**src/rtl/codec_init_pkg.sv**
```systemverilog
package codec_init_pkg;

  localparam int CFG_WORD_W = 16;
  localparam int BOOT_LEN   = 9;
  localparam int BOOT_IDX_W = $clog2(BOOT_LEN);

  typedef enum logic [1:0] {PH_IDLE, PH_START, PH_BITS, PH_STOP} bus_phase_t;
  typedef enum logic [1:0] {SQ_IDLE, SQ_BOOT_GO, SQ_BOOT_WAIT, SQ_EXT_WAIT} seq_state_t;

  // Join a 7-bit register address and 9-bit data into one control word.
  function automatic logic [CFG_WORD_W-1:0] cfg_word(input logic [6:0] reg_a,
                                                     input logic [8:0] reg_d);
    return {reg_a, reg_d};
  endfunction

  // Byte k of the bus write for a control word.
  function automatic logic [7:0] wire_byte(input logic [7:0] dev_wr,
                                           input logic [CFG_WORD_W-1:0] w,
                                           input logic [1:0] k);
    case (k)
      2'd0:    return dev_wr;
      2'd1:    return w[15:8];
      default: return w[7:0];
    endcase
  endfunction

  // Bring-up table; the device power control word precedes activation.
  function automatic logic [CFG_WORD_W-1:0] boot_word(input int unsigned i);
    case (i)
      0:       return cfg_word(7'h00, 9'h000);
      1:       return cfg_word(7'h01, 9'h000);
      2:       return cfg_word(7'h06, 9'h006);
      3:       return cfg_word(7'h04, 9'h010);
      4:       return cfg_word(7'h07, 9'h000);
      5:       return cfg_word(7'h08, 9'h0A0);
      6:       return cfg_word(7'h09, 9'h001);
      7:       return cfg_word(7'h02, 9'h001);
      default: return cfg_word(7'h03, 9'h001);
    endcase
  endfunction

endpackage

```
**src/rtl/cfg_sda_sync.sv**
```systemverilog
module cfg_sda_sync #(
  parameter int STAGES = 2
) (
  input  logic clk,
  input  logic rst_n,
  input  logic d_i,
  output logic q_o
);
  generate
    if (STAGES == 0) begin : g_pass
      assign q_o = d_i;
    end else begin : g_chain
      logic [STAGES-1:0] chain;
      always_ff @(posedge clk or negedge rst_n) begin
        if (!rst_n) chain <= '1;
        else if (STAGES == 1) chain <= d_i;
        else chain <= {chain[STAGES-2:0], d_i};
      end
      assign q_o = chain[STAGES-1];
    end
  endgenerate
endmodule

```
**src/rtl/cfg_i2c_engine.sv**
```systemverilog
module cfg_i2c_engine
  import codec_init_pkg::*;
#(
  parameter int         CLK_DIV = 250,
  parameter logic [7:0] DEV_WR  = 8'h34
) (
  input  logic                  clk,
  input  logic                  rst_n,
  input  logic                  go_i,
  input  logic [CFG_WORD_W-1:0] word_i,
  input  logic                  sda_i,
  output logic                  scl_oe_o,
  output logic                  sda_oe_o,
  output logic                  busy_o,
  output logic                  fin_o,
  output logic                  nack_o,
  output logic                  ack_smp_o,
  output logic                  ctl_phase_o
);
  localparam int              DIV_W    = (CLK_DIV > 1) ? $clog2(CLK_DIV) : 1;
  localparam logic [DIV_W-1:0] DIV_LAST = DIV_W'(CLK_DIV - 1);
  localparam logic [3:0]      ACK_BIT  = 4'd8;
  localparam logic [1:0]      LAST_BYTE = 2'd2;

  bus_phase_t            phase;
  logic [DIV_W-1:0]      div_cnt;
  logic [1:0]            q;
  logic [1:0]            byte_k;
  logic [3:0]            bit_n;
  logic [7:0]            shreg;
  logic [CFG_WORD_W-1:0] word_q;
  logic                  sda_hold;
  logic                  nack_q;
  logic                  fin_q;
  logic                  tick;
  logic                  cur_low;
  logic                  is_ack;

  assign tick    = (phase != PH_IDLE) && (div_cnt == DIV_LAST);
  assign is_ack  = (bit_n == ACK_BIT);
  assign cur_low = is_ack ? 1'b0 : ~shreg[7];

  // Line drive per quarter of a bit: SCL low in quarters 0-1, high in 2-3.
  always_comb begin
    scl_oe_o = 1'b0;
    sda_oe_o = 1'b0;
    case (phase)
      PH_START: begin
        scl_oe_o = (q == 2'd3);
        sda_oe_o = q[1];
      end
      PH_BITS: begin
        scl_oe_o = ~q[1];
        sda_oe_o = (q == 2'd0) ? sda_hold : cur_low;
      end
      PH_STOP: begin
        scl_oe_o = ~q[1];
        sda_oe_o = (q == 2'd0) ? sda_hold : (q != 2'd3);
      end
      default: ;
    endcase
  end

  always_ff @(posedge clk or negedge rst_n) begin
    if (!rst_n) begin
      phase    <= PH_IDLE;
      div_cnt  <= '0;
      q        <= '0;
      byte_k   <= '0;
      bit_n    <= '0;
      shreg    <= '0;
      word_q   <= '0;
      sda_hold <= 1'b0;
      nack_q   <= 1'b0;
      fin_q    <= 1'b0;
    end else begin
      fin_q <= 1'b0;
      if (phase == PH_IDLE || div_cnt == DIV_LAST) div_cnt <= '0;
      else div_cnt <= div_cnt + 1'b1;

      if (phase == PH_IDLE) begin
        if (go_i) begin
          phase  <= PH_START;
          q      <= '0;
          word_q <= word_i;
          nack_q <= 1'b0;
        end
      end else if (tick) begin
        q <= q + 2'd1;
        case (phase)
          PH_START: if (q == 2'd3) begin
            phase    <= PH_BITS;
            byte_k   <= '0;
            bit_n    <= '0;
            shreg    <= wire_byte(DEV_WR, word_q, 2'd0);
            sda_hold <= 1'b1;
          end
          PH_BITS: begin
            if (q == 2'd2 && is_ack) nack_q <= sda_i;
            if (q == 2'd3) begin
              sda_hold <= cur_low;
              if (is_ack) begin
                if (nack_q || byte_k == LAST_BYTE) begin
                  phase <= PH_STOP;
                end else begin
                  byte_k <= byte_k + 2'd1;
                  bit_n  <= '0;
                  shreg  <= wire_byte(DEV_WR, word_q, byte_k + 2'd1);
                end
              end else begin
                bit_n <= bit_n + 4'd1;
                shreg <= {shreg[6:0], 1'b0};
              end
            end
          end
          PH_STOP: if (q == 2'd3) begin
            phase <= PH_IDLE;
            fin_q <= 1'b1;
          end
          default: ;
        endcase
      end
    end
  end

  assign busy_o      = (phase != PH_IDLE);
  assign fin_o       = fin_q;
  assign nack_o      = nack_q;
  assign ack_smp_o   = tick && (phase == PH_BITS) && (q == 2'd2) && is_ack;
  assign ctl_phase_o = (phase == PH_START) || (phase == PH_STOP);
endmodule

```
**src/rtl/cfg_seq.sv**
```systemverilog
module cfg_seq
  import codec_init_pkg::*;
(
  input  logic                  clk,
  input  logic                  rst_n,
  input  logic                  start_i,
  input  logic                  req_valid_i,
  input  logic [CFG_WORD_W-1:0] req_word_i,
  output logic                  req_ready_o,
  input  logic                  eng_fin_i,
  input  logic                  eng_nack_i,
  output logic                  go_o,
  output logic [CFG_WORD_W-1:0] word_o,
  output logic                  busy_o,
  output logic                  done_o,
  output logic                  error_o
);
  localparam logic [BOOT_IDX_W-1:0] LAST_IDX = BOOT_IDX_W'(BOOT_LEN - 1);

  seq_state_t            st;
  logic [BOOT_IDX_W-1:0] idx;
  logic                  done_q;
  logic                  err_q;
  logic                  go_q;
  logic [CFG_WORD_W-1:0] word_q;

  assign req_ready_o = (st == SQ_IDLE) && done_q;

  always_ff @(posedge clk or negedge rst_n) begin
    if (!rst_n) begin
      st     <= SQ_IDLE;
      idx    <= '0;
      done_q <= 1'b0;
      err_q  <= 1'b0;
      go_q   <= 1'b0;
      word_q <= '0;
    end else begin
      go_q <= 1'b0;
      case (st)
        SQ_IDLE: begin
          if (start_i) begin
            idx    <= '0;
            done_q <= 1'b0;
            err_q  <= 1'b0;
            st     <= SQ_BOOT_GO;
          end else if (req_valid_i && req_ready_o) begin
            go_q   <= 1'b1;
            word_q <= req_word_i;
            st     <= SQ_EXT_WAIT;
          end
        end
        SQ_BOOT_GO: begin
          go_q   <= 1'b1;
          word_q <= boot_word(int'(idx));
          st     <= SQ_BOOT_WAIT;
        end
        SQ_BOOT_WAIT: if (eng_fin_i) begin
          if (eng_nack_i) begin
            err_q <= 1'b1;
            st    <= SQ_IDLE;
          end else if (idx == LAST_IDX) begin
            done_q <= 1'b1;
            st     <= SQ_IDLE;
          end else begin
            idx <= idx + 1'b1;
            st  <= SQ_BOOT_GO;
          end
        end
        SQ_EXT_WAIT: if (eng_fin_i) begin
          err_q <= err_q | eng_nack_i;
          st    <= SQ_IDLE;
        end
        default: st <= SQ_IDLE;
      endcase
    end
  end

  assign go_o    = go_q;
  assign word_o  = word_q;
  assign busy_o  = (st != SQ_IDLE);
  assign done_o  = done_q;
  assign error_o = err_q;
endmodule

```
**src/rtl/codec_cfg_master.sv**
```systemverilog
module codec_cfg_master
  import codec_init_pkg::*;
#(
  parameter int         CLK_DIV     = 250,
  parameter int         SYNC_STAGES = 2,
  parameter logic [7:0] DEV_WR      = 8'h34
) (
  input  logic                  clk,
  input  logic                  rst_n,
  input  logic                  start_i,
  input  logic                  req_valid_i,
  input  logic [CFG_WORD_W-1:0] req_word_i,
  output logic                  req_ready_o,
  output logic                  scl_oe_o,
  output logic                  sda_oe_o,
  input  logic                  sda_i,
  output logic                  busy_o,
  output logic                  done_o,
  output logic                  error_o
);
  logic                  sda_s_w;
  logic                  eng_go_w;
  logic [CFG_WORD_W-1:0] eng_word_w;
  logic                  eng_busy_w;
  logic                  eng_fin_w;
  logic                  eng_nack_w;
  logic                  ack_smp_w;
  logic                  ctl_phase_w;

  cfg_sda_sync #(.STAGES(SYNC_STAGES)) u_sync (
    .clk(clk), .rst_n(rst_n), .d_i(sda_i), .q_o(sda_s_w)
  );

  cfg_i2c_engine #(.CLK_DIV(CLK_DIV), .DEV_WR(DEV_WR)) u_eng (
    .clk(clk), .rst_n(rst_n), .go_i(eng_go_w), .word_i(eng_word_w),
    .sda_i(sda_s_w), .scl_oe_o(scl_oe_o), .sda_oe_o(sda_oe_o),
    .busy_o(eng_busy_w), .fin_o(eng_fin_w), .nack_o(eng_nack_w),
    .ack_smp_o(ack_smp_w), .ctl_phase_o(ctl_phase_w)
  );

  cfg_seq u_seq (
    .clk(clk), .rst_n(rst_n), .start_i(start_i),
    .req_valid_i(req_valid_i), .req_word_i(req_word_i), .req_ready_o(req_ready_o),
    .eng_fin_i(eng_fin_w), .eng_nack_i(eng_nack_w),
    .go_o(eng_go_w), .word_o(eng_word_w),
    .busy_o(busy_o), .done_o(done_o), .error_o(error_o)
  );
endmodule

```
**config.mk**
```make
export PLATFORM = sky130hd
export DESIGN_NAME = codec_cfg_master
export DESIGN_NICKNAME = d
export VERILOG_FILES = /design/src/rtl/codec_init_pkg.sv /design/src/rtl/cfg_sda_sync.sv /design/src/rtl/cfg_i2c_engine.sv /design/src/rtl/cfg_seq.sv /design/src/rtl/codec_cfg_master.sv
export SDC_FILE = /design/constraint.sdc
export NUM_CORES = 1
export LEC_CHECK = 0
export ABC_AREA = 1
export CAP_MARGIN = 30
export CORE_UTILIZATION = 39
export CTS_BUF_LIST = sky130_fd_sc_hd__clkbuf_4 sky130_fd_sc_hd__clkbuf_8
export CTS_CLUSTER_DIAMETER = 120
export DETAILED_ROUTE_END_ITERATION = 16
export GPL_TIMING_DRIVEN = 1
export PLACE_DENSITY_LB_ADDON = 0.12
export SETUP_SLACK_MARGIN = 0.2
export SYNTH_ARGS = -nofsm -noshare
export SYNTH_HDL_FRONTEND = slang
export SYNTH_SLANG_ARGS = --single-unit
```
**constraint.sdc**
```tcl
create_clock -name clk -period 2.15 [get_ports clk]
set_input_delay 0.43 -clock clk [delete_from_list [all_inputs] [get_ports clk]]
set_output_delay 0.43 -clock clk [all_outputs]
set_load 0.05 [all_outputs]
```
After elaboration in Yosys (flattened, before gate mapping). Memories as Yosys holds them, arrays and structs flattened. Index checks and enable logic that the tools add are counted.

Register bits after elaboration: 72. ROM bits: 80. Input port bits: 21. Output and inout bits: 6. Memories: 1.

Memory list: (name not given) (depth 8, width 10, read ports 1, clocked after memory_dff 0, write ports 0, RTL line codec_init_pkg.sv:29) `case (i)`.

$add $sub $neg: 5. Eq/ne operators: 35. Mux-type cells: 73. Bitwise operators: 4. Reduce and logical (&&, ||, !) cells: 33.

Operator list (count): 16-bit two-way mux (3); 8-bit two-way mux (5); 2-bit two-way mux (19); 4-bit two-way mux (8); 16-bit case mux with 2 select lines (1); 8-bit case mux with 2 select lines (2); 1-bit two-way mux (24); 2-bit != test, second input constant (10); 5-bit AND reduction (4); 4-bit case mux with 2 select lines (2); 2-bit nonzero test (8); 3-bit by 1-bit != test with 1-bit output, second input constant (5); 2-bit equality test, second input constant (7); 2-bit by 1-bit != test with 1-bit output, second input constant (5); 4-bit by 1-bit adder with 4-bit output, second input constant (2); 8-bit by 1-bit adder with 8-bit output, second input constant (1); 4-bit equality test, second input constant (2); 8-bit equality test, second input constant (1); 2-bit zero test (4); 1-bit case mux with 2 select lines (4); 2-bit case mux with 4 select lines (1); 8-bit AND reduction (1); 7-bit AND reduction (1); 2-bit by 1-bit equality test with 1-bit output, second input constant (3); other kinds (16) (27).

Longest topological paths before layout. Gate-level depths: netlist (run 1).

Depth in word-level cells: 8. Depth in mapped cells: 12.

Hierarchy. Synthesis (run 1) repeated with hierarchy kept, for this count alone.

Cell total of the unflattened synthesis: 483. Area, all modules: 3955.0 um^2.

By module, submodules not included: cfg_i2c_engine (times used 1, cells each 295, area an instance 2484.9 um^2); cfg_seq (times used 1, cells each 186, area an instance 1417.6 um^2); cfg_sda_sync (times used 1, cells each 2, area an instance 52.6 um^2).

Least setup slack after synthesis (run 1). Ideal clock, no wire load.

Path kind: reg2out. From: register u_eng.bit_n[0]. To: output port sda_oe_o. Arrival time: 1.728 ns. Path slack: -0.008 ns. Stages on the path, launching flop included: 10. Cell sequence: dfrtp_1 -> inv_1 -> ha_1 -> nand2_1 -> nor2_1 -> inv_1 -> nand3_1 -> nand2_1 -> nand2_1 -> a21oi_1.

Longest elaborated chain between the ends: 4.

RTL lines: from (decl) (RTL line cfg_i2c_engine.sv:29) `logic [3:0] bit_n;`; from (signal assigned) (RTL line cfg_i2c_engine.sv:111) `bit_n <= bit_n + 4'd1;`; 4-bit equality test (RTL line cfg_i2c_engine.sv:40) `assign is_ack = (bit_n == ACK_BIT);`; 1-bit two-way mux (RTL line cfg_i2c_engine.sv:41) `assign cur_low = is_ack ? 1'b0 : ~shreg[7];`; 1-bit two-way mux (RTL line cfg_i2c_engine.sv:54) `sda_oe_o = (q == 2'd0) ? sda_hold : cur_low;`; 1-bit case mux with 3 select lines (RTL line cfg_i2c_engine.sv:47) `case (phase)`; to (decl) (RTL line codec_cfg_master.sv:15) `output logic sda_oe_o,`.

No other way between the ends.

Worst setup path after layout (run 1).
From: register u_eng.q[1]. To: output port sda_oe_o.

Longest elaborated chain between the ends: 3.

RTL lines: from (decl) (RTL line cfg_i2c_engine.sv:27) `logic [1:0] q;`; from (signal assigned) (RTL line cfg_i2c_engine.sv:89) `q <= q + 2'd1;`; 2-bit != test or 2-bit zero test (tied branches) (RTL line cfg_i2c_engine.sv:58, cfg_i2c_engine.sv:54); 1-bit two-way mux (on tied branches) (RTL line cfg_i2c_engine.sv:58, cfg_i2c_engine.sv:54); 1-bit case mux with 3 select lines (*) (RTL line cfg_i2c_engine.sv:47).

Mark *: on every way between the ends. The rest lies on a longest branch, timed or not.

==> metrics.cfg, run 1 <==
[critical_path]
reg2reg_depth = 10
r2r_slack_ns = 0.34
slowest_delay_ns = 0.42
critPathSlowestCell = dfrtp_1
worst-path-stages = 8
worst-path-buf-inv = 3
worstPathRequired_ns = 1.72
worstSetupPathType = reg -> out
critPathMaxFanout = 4
start_kind = flop
path_cells = inv_2 -> ha_4 -> inv_2 -> nand2_2 -> a21oi_2 -> a21oi_2 -> a21oi_4 -> buf_12
crit_family = flip-flops
cp.arrival_ns = 1.62
critPathCaptureType = output port

[timing]
fin_setup_tns_ns = 0
rsz0062_at_grt = yes
period_minus_slack_ns = 2.05
relSlewSlack_pct = 56.3
skew_ns = 0.00900
fmax_ghz = 0.487
slew_violations = 0
tightestPinTransition_ns = 0.655
report.final.hold_viol_count = 0
finalSetupViolCount = 0
period_share_pct = 95.6

[routing]
ant_nets = 0
dr.pass1.iters = 4
drc = 0
vias_per_cell = 4.72
vias = 3086
wl_per_cell_um = 12.2
routed_wl_um = 7950
drt_iter0_markers = 148

[global_route]
grt_busiest_layer = met2
grt_pass1_vias = 3007
met3_usage_pct = 4.14
grt_start_max_net_pins = 73
grt.overflow.total = 0
antenna_found_initial = 0
grt_use_met2_pct = 28.8
met1_usage_pct = 22.6
grt_pass1_wl_um = 13800
grt_usage_pct = 17.3

[clocking]
cts_buffer_depth = 2
cts-root-buf = clkbuf_8
cts_htree_levels = 3
worstSkewPairLatency_ns = 0.34
numClockSinks = 72
cts_tree = yes
hold_buffers = 0
cts.clk_slew.worst_paths_ns = 0.08
cts_buffers = 9

[finish]
multi_input_area_um2 = 1870
final_cell_area_um2 = 4740
seqCellArea_um2 = 1810
n_antenna_cell = 0
drive_gt1_share_pct = 20.2
final_cell_mix = 151 x nand2_1, 69 x dfrtp_1, 44 x inv_1
layout_commonest_cell = nand2_1
final_util_pct = 50.3
num-fill-cells = 931
areaGrowthSynthToFinish_pct = 22.8
final_nets = 561

[place]
hpwl_um = 5500
routabilityCongestion = 0.882
placed_area_um2 = 4310
numPortBuffers = 26

[floorplanning]
pin_count = 27
die_y_um = 101
die_area_um2 = 10300
core_area_um2 = 9420
initial_core_util_pct = 41.0
die_w_um = 101
rows = 35

[synth]
synth-seq-cells = 72
synth_warnings = 0
synth_area_um2 = 3860
syn_inst = 467
postSynthAreaPerCell_um2 = 8.27
synthArstFlopShare_pct = 100
syn_nets = 508
synth_ff_type = dfrtp_1
ys_seq_area_share_pct = 46.7
synth-edff-count = 0
synth_cell_types = 39

[power]
combPwrFrac_pct = 3.4
total_power_mw = 2.54
p_per_area_nw_per_um2 = 536
leakagePower_nw = 2.36
p_int_mw = 1.98
p_clk_share_pct = 43.0
seqPwrFrac_pct = 53.6
sw_frac_of_total_pct = 22.0
irDropWorstVdd_v = 0.000352
switchingPower_mw = 0.560

[flow_run]
cap_viol_max_count = 0

[outcome]
status = completed

[worst_hold_path]
hp-class = in -> async

-- path summary, 6_finish.rpt --
| kind | end | from |
|---|---|---|
| worst min register to register | u_sync.g_chain.chain[1] | u_sync.g_chain.chain[0] |
| max in group asynchronous | u_sync.g_chain.chain[0] | rst_n |
| worst max-delay path | sda_oe_o | u_eng.q[1] |
| worst max register to register | u_eng.shreg[2] | u_eng.phase[0] |
| min in group clk | u_sync.g_chain.chain[1] | u_sync.g_chain.chain[0] |
| worst min-delay path | u_eng.div_cnt[6] | rst_n |
-- area by class of cell --
cell class                      count  share of cell area, %
Timing Repair Buffer               51                   10.2
Clock buffer                       11                   3.06
Sequential cell                    72                   38.1
Tap cell                          129                   3.41
Inverter                           54                   4.49
Clock inverter                      5                   1.19
Multi-Input combinational cell    332                   39.5
-- per-layer routing --
metal	vias up	part of all wire, %
met1	1448	49
li1	1586	-
met2	42	47
met3	10	2.5
met5	-	0
met4	0	1.2
-- cells by family after synthesis --
group / count (synthesis) / share of synthesized area [%]
AO/OA/AOI/OAI: 57 / 8.78
flip-flops: 72 / 46.7
adder cells (fa/ha/maj): 20 / 6.48
buffers and inverters: 64 / 7.46
multiplexers: 8 / 2.33
XOR/XNOR: 4 / 0.908
AND/OR/NAND/NOR: 242 / 27.3
-- flip-flops by register name, indices dropped and copies added (netlist names), 2 cells and up --
register,cells
u_eng.bit_n,4
u_eng.shreg,8
u_eng.byte_k,2
u_eng.word_q,16
u_seq.idx,4
u_seq.word_o,16
u_eng.phase,2
u_seq.st,2
u_eng.div_cnt,8
u_sync.g_chain.chain,2
u_eng.q,2
-- cells in the mapped netlist, drive strengths merged, types with 3 or more instances --
| library cell | n | area share, % |
|---|---|---|
| nand2 | 157 | 16 |
| dfrtp | 70 | 45 |
| inv | 53 | 5.2 |
| nor2 | 43 | 4.6 |
| o21ai | 35 | 5.2 |
| nand3 | 27 | 4.4 |
| ha | 20 | 6.5 |
| a21oi | 11 | 1.4 |
| mux2 | 8 | 2.3 |
| buf | 7 | 1.8 |
| a21boi | 4 | 0.78 |
| nand4 | 4 | 0.65 |
| nor3 | 4 | 0.65 |
| a31oi | 3 | 0.65 |
| clkbuf | 3 | 0.32 |
| nand3b | 3 | 0.58 |
| xor2 | 3 | 0.68 |
-- what timing repair did --
item | 4_1_cts | 5_1_grt
endpoints found under the setup margin | 16 | 14
buffers inserted | 9 | 7
gates resized for setup | 18 | 17
cloned | 0 | 1
pin swaps | 7 | 9
-- power by group through the flow --
stage	registers (mW)	clock network [mW]	logic [mW]
floorplan	1.39	0	0.0118
detailed placement	1.39	0	0.0901
finish	1.36	1.09	0.0860
global route	1.36	1.18	0.0975
CTS	1.36	1.14	0.0897
global placement	1.39	0	0.0897
-- per-stage QoR --
| step | hold slack [ns] | worst slack [ns] | std cells |
|---|---|---|---|
| 2_1_floorplan | 0.134 | 0.251 | 467 |
| 3_3_place_gp | 0.356 | 0.200 | 621 |
| 3_5_place_dp | 0.357 | 0.0830 | 621 |
| 4_1_cts | 0.108 | 0.0593 | 646 |
| 5_1_grt | 0.118 | -0.00738 | 654 |
| 6_report | 0.0883 | 0.0953 | 654 |
-- worst reg2reg max path, stage by stage (launching register included) --
cell and delay [ns]:
dfrtp_1 0.42, buf_6 0.13, inv_6 0.03, ha_4 0.16
buf_4 0.15, a21oi_2 0.18, nand3_1 0.21, inv_1 0.12
nand2_2 0.16, nand2_1 0.11, nand2_1 0.05
(Power assumes the default switching activity.)
==> run 2: changes to the inputs <==
==> constraint.sdc (replaced) <==
create_clock -name clk -period 2.15 [get_ports clk]
set_input_delay 0.3225 -clock clk [delete_from_list [all_inputs] [get_ports clk]]
set_output_delay 0.3225 -clock clk [all_outputs]
set_load 0.02 [all_outputs]
==> run 2 against run 1 <==
  * Worst hold slack gained 0.26 ns
  * Power rose by 4.0%
  * First-iteration DRC count fell by 8.8%
  * Clock skew up 0.00069 ns
  * Critical path type unchanged
  * Die area stayed put
  * Clock-buffer cell count shrank 2
==> metrics.cfg, run 2 (synthesis gave the netlist of run 1 again) <==
[floorplanning]
die_area_um2 = 10300
initial_core_util_pct = 41.0
die_y_um = 101
die_w_um = 101
core_area_um2 = 9420
rows = 35
pin_count = 27

[flow_run]
cap_viol_max_count = 0

[clocking]
cts_buffer_depth = 2
cts_buffers = 9
cts_tree = yes
numClockSinks = 72
cts.clk_slew.worst_paths_ns = 0.08
cts_htree_levels = 3
cts-root-buf = clkbuf_8
worstSkewPairLatency_ns = 0.35

[timing]
fmax_ghz = 0.524
finalSetupViolCount = 0
skew_ns = 0.00969
relSlewSlack_pct = 75.9
rsz0062_at_grt = yes
report.final.hold_viol_count = 0
period_share_pct = 88.7
slew_violations = 0
tightestPinTransition_ns = 0.360
period_minus_slack_ns = 1.91
fin_setup_tns_ns = 0

[critical_path]
worstPathRequired_ns = 1.83
critPathMaxFanout = 3
worstSetupPathType = reg -> out
start_kind = flop
critPathCaptureType = output port
cp.arrival_ns = 1.59

[power]
p_per_area_nw_per_um2 = 566
leakagePower_nw = 2.36
p_int_mw = 2.06
p_clk_share_pct = 45.1
switchingPower_mw = 0.582
total_power_mw = 2.64
seqPwrFrac_pct = 51.6
irDropWorstVdd_v = 0.000247
sw_frac_of_total_pct = 22.0
combPwrFrac_pct = 3.3

[routing]
wl_met1_um = 4030
vias = 3018
routed_wl_um = 7940
wl_per_cell_um = 12.1
dr.pass1.iters = 4
drc = 0
met3WireLength_um = 251
drt_iter0_markers = 135
vias_per_cell = 4.61
ant_nets = 0
routed.top_layer = met4
routed-wl-met2_um = 3570

[finish]
final_cell_mix = 152 x nand2_1, 69 x dfrtp_1, 44 x inv_1
areaGrowthSynthToFinish_pct = 20.8
drive_gt1_share_pct = 18.5
n_antenna_cell = 0
layout_commonest_cell = nand2_1
num-fill-cells = 938
final_nets = 561

[global_route]
antenna_found_initial = 0
grt_pass1_wl_um = 13500
grt_pass1_vias = 2888
grt_start_max_net_pins = 49
grt.overflow.total = 0
grt_usage_pct = 17.2

[place]
hpwl_um = 5640
numPortBuffers = 26
routabilityCongestion = 0.930

[outcome]
status = completed

[worst_hold_path]
hp-class = in -> async

==> run 2: cell types whose count changed in the layout (fill, tap and decap cells not counted), sizes merged <==
cell	change
buf	-2
clkbuf	-2
clkdlybuf4s50	+2
bufinv	+1
dlygate4sd2	-1
dlygate4sd3	+1
dlymetal6s2s	+1
inv	+1
nor2	-1
==> run 2: layer usage <==
metal,global-route usage [%],vias to the layer above
met5,0,-
met4,5.57,0
li1,-,1589
met1,23.2,1371
met2,26.8,46
met3,4.69,12
==> run 2: power groups by stage <==
stage | combinational (mW) | sequential (mW) | clock (mW)
global route | 0.0989 | 1.36 | 1.30
floorplan | 0.0118 | 1.39 | 0
finish | 0.0876 | 1.36 | 1.19
detailed placement | 0.0894 | 1.39 | 0
global placement | 0.0889 | 1.39 | 0
CTS | 0.0910 | 1.36 | 1.24
==> run 2: stage by stage <==
stage / hold WS (ns) / cells / setup WS (ns) / cell area [um2] / utilization [%]
6_report: 0.348 / 654 / 0.242 / 4660 / 49.5
4_1_cts: 0.329 / 645 / 0.0418 / 4550 / 48.4
3_5_place_dp: 0.191 / 626 / 0.0818 / 4310 / 45.8
2_1_floorplan: 0.0269 / 467 / 0.517 / 3860 / -
3_3_place_gp: 0.188 / 626 / 0.141 / 4310 / 45.8
5_1_grt: 0.352 / 654 / 0.107 / 4660 / 49.5
==> run 2: layout make-up <==
cell class | count | area [um2] | share of cell area [%]
Multi-Input combinational cell | 331 | 1810 | 38.8
Sequential cell | 72 | 1810 | 38.7
Timing Repair Buffer | 52 | 462 | 9.90
Inverter | 54 | 208 | 4.45
Tap cell | 129 | 161 | 3.46
Clock buffer | 9 | 124 | 2.66
Clock inverter | 7 | 95.1 | 2.04
==> run 2: worst paths after layout <==
path / slack [ns] / cells past startpoint / end / start
worst min register to register: 0.36 / 0 / u_sync.g_chain.chain[1] / u_sync.g_chain.chain[0]
min in group clk: 0.36 / 0 / u_sync.g_chain.chain[1] / u_sync.g_chain.chain[0]
worst max-delay path: 0.24 / 8 / sda_oe_o / u_eng.q[1]
worst min-delay path: 0.35 / 2 / u_eng.div_cnt[6] / rst_n
worst max register to register: 0.44 / 8 / u_eng.phase[1] / u_eng.phase[1]
max in group asynchronous: 1.24 / 3 / u_sync.g_chain.chain[1] / rst_n
==> run 2: critical path: stages (launching register included) <==
cell     delay (ns)
dfrtp_1        0.39
inv_2          0.06
ha_2           0.19
inv_2          0.07
nand2_1        0.06
a21oi_2        0.15
a21oi_2        0.05
a21oi_2        0.12
buf_4          0.14
==> run 2: timing repair <==
action | 4_1_cts | 5_1_grt
setup buffers | 2 | 9
resized for setup | 9 | 23
setup endpoints to repair | 4 | 16
pin swaps | 0 | 3
hold buffers | 1 | 0
endpoints found under the hold margin | 6 | 0
